$ cat src/rtl/tgw_pkg.sv
package tgw_pkg;
  localparam int DET_CH   = 32;
  localparam int AUX_CH   = 3;
  localparam int WIDTH_W  = 8;
  localparam int CTRL_W   = 32;
  // control word bit positions
  localparam int CB_FORCE = 0;
  localparam int CB_SRC_A = 1;
  localparam int CB_SRC_B = 2;
  localparam int CB_SRC_T0 = 3;
  localparam int CB_SRC_T1 = 4;
  localparam int CB_AUX_LO = 5;
  localparam int CB_WID_LO = 8;
  localparam int CB_USED   = CB_WID_LO + WIDTH_W;

  typedef struct packed {
    logic               force_open;
    logic               src_a;
    logic               src_b;
    logic               src_t;
    logic [AUX_CH-1:0]  aux_en;
    logic [WIDTH_W-1:0] width;
  } gate_cfg_t;
endpackage

$ cat src/rtl/tgw_cfg_decode.sv
module tgw_cfg_decode
  import tgw_pkg::*;
(
  input  logic [CB_USED-1:0] ctrl_low,
  output gate_cfg_t          cfg
);
  always_comb begin
    cfg.force_open = ctrl_low[CB_FORCE];
    cfg.src_a      = ctrl_low[CB_SRC_A];
    cfg.src_b      = ctrl_low[CB_SRC_B];
    cfg.src_t      = ctrl_low[CB_SRC_T0] | ctrl_low[CB_SRC_T1];
    cfg.aux_en     = ctrl_low[CB_AUX_LO +: AUX_CH];
    cfg.width      = ctrl_low[CB_WID_LO +: WIDTH_W];
  end
endmodule

$ cat src/rtl/tgw_window.sv
module tgw_window
  import tgw_pkg::*;
(
  input  logic               clk,
  input  logic               rst_n,
  input  gate_cfg_t          cfg,
  input  logic               trig_a,
  input  logic               trig_b,
  output logic               gate_open,
  output logic               trig_edge,
  output logic [WIDTH_W-1:0] remaining
);
  logic cond, cond_q;

  always_comb begin
    cond = (cfg.src_a & trig_a) |
           (cfg.src_b & trig_b) |
           (cfg.src_t & trig_a & trig_b);
  end

  assign trig_edge = cond & ~cond_q;
  assign gate_open = cfg.force_open | (remaining != '0);

  always_ff @(posedge clk or negedge rst_n) begin
    if (!rst_n) begin
      cond_q    <= 1'b0;
      remaining <= '0;
    end else begin
      cond_q <= cond;
      if (trig_edge)
        remaining <= cfg.width;
      else if (remaining != '0)
        remaining <= remaining - 1'b1;
    end
  end
endmodule

$ cat src/rtl/tgw_hit_gate.sv
module tgw_hit_gate #(
  parameter int N = 35
) (
  input  logic         clk,
  input  logic         rst_n,
  input  logic [N-1:0] raw,
  input  logic [N-1:0] en,
  input  logic         gate_open,
  output logic [N-1:0] gated
);
  for (genvar i = 0; i < N; i++) begin : g_lane
    always_ff @(posedge clk or negedge rst_n) begin
      if (!rst_n) gated[i] <= 1'b0;
      else        gated[i] <= raw[i] & en[i] & gate_open;
    end
  end
endmodule

$ cat src/rtl/tgw_gate_top.sv
module tgw_gate_top
  import tgw_pkg::*;
#(
  parameter int NUM_DET = DET_CH,
  localparam int NUM_OUT = NUM_DET + AUX_CH
) (
  input  logic                clk,
  input  logic                rst_n,
  input  logic [CTRL_W-1:0]   ctrl_word,
  input  logic                trig_a,
  input  logic                trig_b,
  input  logic [NUM_DET-1:0]  chan_mask,
  input  logic [NUM_DET-1:0]  hits,
  output logic [NUM_OUT-1:0]  hits_out
);
  gate_cfg_t          cfg;
  logic               gate_open;
  logic               trig_edge;
  logic [WIDTH_W-1:0] remaining;
  logic [NUM_OUT-1:0] lane_raw;
  logic [NUM_OUT-1:0] lane_en;
  logic               ctrl_unused_hi;

  // upper control bits carry no function
  assign ctrl_unused_hi = ^ctrl_word[CTRL_W-1:CB_USED];

  tgw_cfg_decode u_dec (
    .ctrl_low (ctrl_word[CB_USED-1:0]),
    .cfg      (cfg)
  );

  tgw_window u_win (
    .clk       (clk),
    .rst_n     (rst_n),
    .cfg       (cfg),
    .trig_a    (trig_a),
    .trig_b    (trig_b),
    .gate_open (gate_open),
    .trig_edge (trig_edge),
    .remaining (remaining)
  );

  assign lane_raw = {trig_a & trig_b, trig_b, trig_a, hits};
  assign lane_en  = {cfg.aux_en, chan_mask};

  tgw_hit_gate #(.N(NUM_OUT)) u_gate (
    .clk       (clk),
    .rst_n     (rst_n),
    .raw       (lane_raw),
    .en        (lane_en),
    .gate_open (gate_open),
    .gated     (hits_out)
  );
endmodule

$ cat config.mk
export PLATFORM = sky130hd
export DESIGN_NAME = tgw_gate_top
export DESIGN_NICKNAME = d
export VERILOG_FILES = /design/src/rtl/tgw_pkg.sv /design/src/rtl/tgw_cfg_decode.sv /design/src/rtl/tgw_window.sv /design/src/rtl/tgw_hit_gate.sv /design/src/rtl/tgw_gate_top.sv
export SDC_FILE = /design/constraint.sdc
export NUM_CORES = 1
export LEC_CHECK = 0
export BUFFER_PORTS_ARGS = -buffer_cell sky130_fd_sc_hd__buf_2
export CAP_MARGIN = 10
export CORE_ASPECT_RATIO = 0.8
export CORE_MARGIN = 3
export CORE_UTILIZATION = 41
export DETAILED_ROUTE_END_ITERATION = 6
export HOLD_SLACK_MARGIN = 0.08
export PLACE_DENSITY = 0.84
export SLEW_MARGIN = 20
export SYNTH_ARGS = -nofsm -noshare
export SYNTH_HDL_FRONTEND = slang
export SYNTH_SLANG_ARGS = --single-unit
$ cat constraint.sdc
create_clock -name clk -period 3.9 [get_ports clk]
set_clock_uncertainty 0.2 [all_clocks]
set_input_delay 0.78 -clock clk [delete_from_list [all_inputs] [get_ports clk]]
set_output_delay 0.78 -clock clk [all_outputs]
set_load 0.005 [all_outputs]
==> results.cfg <==
[run_status]
status = complete, no violations

[drt]
wl_per_cell_um = 13.6
drtIter0Drc = 50
ant_nets = 0
via_count = 1405
drc = 0
wl_mm = 4.15
firstDrtPassIters = 4
via_per_inst = 4.59

[clocking]
htree_levels = 2
clkTransAtPathRegs_ns = 0.08
tritoncts = done
cts.sinks = 44
clock_latency_ns = 0.28
post_cts_buffers = 0
cts_hold_buffers = 0
cts_max_path_buffers = 2
cts_buffers = 5
root_buffer = clkbuf_8
cts-resized-gates = 0

[die]
die_y_um = 63.1
die_area_um2 = 4890
die_w_um = 77.4
num_io_pins = 135
row_count = 20
start_util = 0.434
core_region_area_um2 = 3850

[setup_path]
cp-start-kind = register
crit_cells = 4
rrSetupSlack_ns = 1.65
regToRegEndpoint = u_gate.gated[17]
end_kind = register
path_delay_family = simple AND/OR/NAND/NOR gates
critPathRequiredTime_ns = 3.87
path_buf_inv = 0
critPathMaxStageDelay_ns = 0.57
cp_max_fo = 35
path_class = reg -> reg
path_cells = nor4_4 > nand3_4 > or2_1 > and3_1
regToRegStartpoint = u_win.remaining[4]
slowest_stage = or2_1
cp.arrival_ns = 2.22
reg2reg_depth = 4

[placement]
dp_hpwl_mm = 3.31
io_buffers = 118
dpl-instance-area_um2 = 2280
pre_cts_ws_ns = 1.45
gp_congestion = 0.799

[yosys]
synth_top_family_by_area = simple AND/OR/NAND/NOR gates
synth-xor-area-share = 0.0366
ys_warn_count = 0
muxShareOfSynthArea = 0.0127
syn_inst = 130
synth_area_leaders = dfrtp_1 (66%), and3_1 (13%), xor2_1 (3.1%), nand2_1 (2.9%), buf_6 (2.7%)
seq_area_frac_synth = 0.658
synth_area_um2 = 1670
synth.top_cell.area_share = 0.658
syn_nets = 232
synth_fa_ha_area_frac = 0.0150
synth_compound_area_frac = 0.0381
syn_avg_cell_area_um2 = 12.9
synth_cell_type_count = 24
ys_ff_latch = 44
yosysTopAreaCell = dfrtp_1
synthSimpleGateAreaFrac = 0.206

[final_layout]
final_area_um2 = 2400
postLayoutCoreUtil = 0.624
final_common_cell = buf_2
drive_gt1_frac = 0.518
syn_to_final_growth_pct = 43.8
num_antenna_cells = 0
nets = 352
final_cell_mix = buf_2 (118), dfrtp_1 (44), and3_1 (34)

[global_routing]
grt_pass1_vias = 1417
gr-usage-met1 = 0.192
met3_usage = 0.0614
grt_usage = 0.171
antenna_found_initial = 0
met2_usage = 0.307
grt_pass1_wl_mm = 6.41
grt_start_max_net_pins = 45
grt_overflow = 0
grt_most_used_layer = met2

[sta]
rsz0062_at_grt = false
period_needed_ns = 2.25
relSlewSlack = 0.381
setup_slack_ns = 1.65
clock.fmax_mhz = 444
tightest_slew_ns = 0.928
drv_slew = 0
setup_tns_ns = 0
post-route-period-util = 0.577
hold_violations = 0
setup_violations = 0

[power_and_ir_drop]
power.density_nw_per_um2 = 492
power_uw = 1180
p_leak_uw = 0.00142
ir_worst_vdd_mv = 0.328

[flow_run]
drv_cap = 0

[min_path]
min_path_type = in -> async
-- final cells by class --
| class | count | area, um2 |
|---|---|---|
| Fill cell | 346 | 1450 |
| Sequential cell | 44 | 1100 |
| Timing Repair Buffer | 118 | 591 |
| Multi-Input combinational cell | 79 | 515 |
| Clock buffer | 6 | 82.6 |
| Tap cell | 55 | 68.8 |
| Clock inverter | 2 | 38.8 |
| Inverter | 2 | 7.51 |
-- registers in the layout, summed over array words and instances (netlist names) --
register / flops
u_win.cond_q: 1
u_win.remaining: 8
u_gate.gated: 35
-- metrics by stage --
step / instances / hold slack [ns]
final: 306 / 0.428
after global routing: 306 / 0.462
after CTS: 306 / 0.442
after detailed placement: 298 / 0.425
after global placement: 298 / 0.390
after floorplan: 130 / 0.284
-- power breakdown --
group | leakage, uW | internal (uW) | switching (uW)
Sequential | 0.000560 | 519 | 55.8
Combinational | 0.000796 | 129 | 128
Clock | 0.0000614 | 209 | 142
-- kinds of logic after synthesis --
family | after synthesis
AOI/OAI and AO/OA | 11
xor gates and xnor gates | 7
adders and majority gates | 2
buffers and inverters | 7
DFF | 44
muxes | 2
and+or+nand+nor | 57
-- layer usage --
metal / wire length, um / part of all wire / up-vias
li1: - / - / 682
met1: 1610 / 0.39 / 651
met2: 2140 / 0.52 / 70
met3: 367 / 0.088 / 2
met4: 34 / 0.0082 / 0
met5: 0 / 0 / -
-- worst max path at each step --
stage                  startpoint                  to  slack [ns]
2_1_floorplan  u_win.remaining[4]     u_gate.gated[0]        2.04
3_3_place_gp               trig_a  u_win.remaining[1]        1.47
3_5_place_dp               trig_a  u_win.remaining[1]        1.45
4_1_cts        u_win.remaining[4]    u_gate.gated[17]        1.62
5_1_grt        u_win.remaining[3]     u_gate.gated[1]        1.48
6_report       u_win.remaining[4]    u_gate.gated[17]        1.65
-- synth_stat cells (all sizes together) --
master / number
a21oi: 1
a22oi: 1
a31o: 1
and3: 34
and4: 1
buf: 4
clkbuf: 1
dfrtp: 44
ha: 2
inv: 2
mux2: 1
mux2i: 1
nand2: 13
nand3: 2
nor2: 3
nor3: 1
nor3b: 1
nor4: 1
o211ai: 1
o21ai: 7
or2: 1
xnor2: 1
xor2: 6
Power figures use the tool's default switching activity.
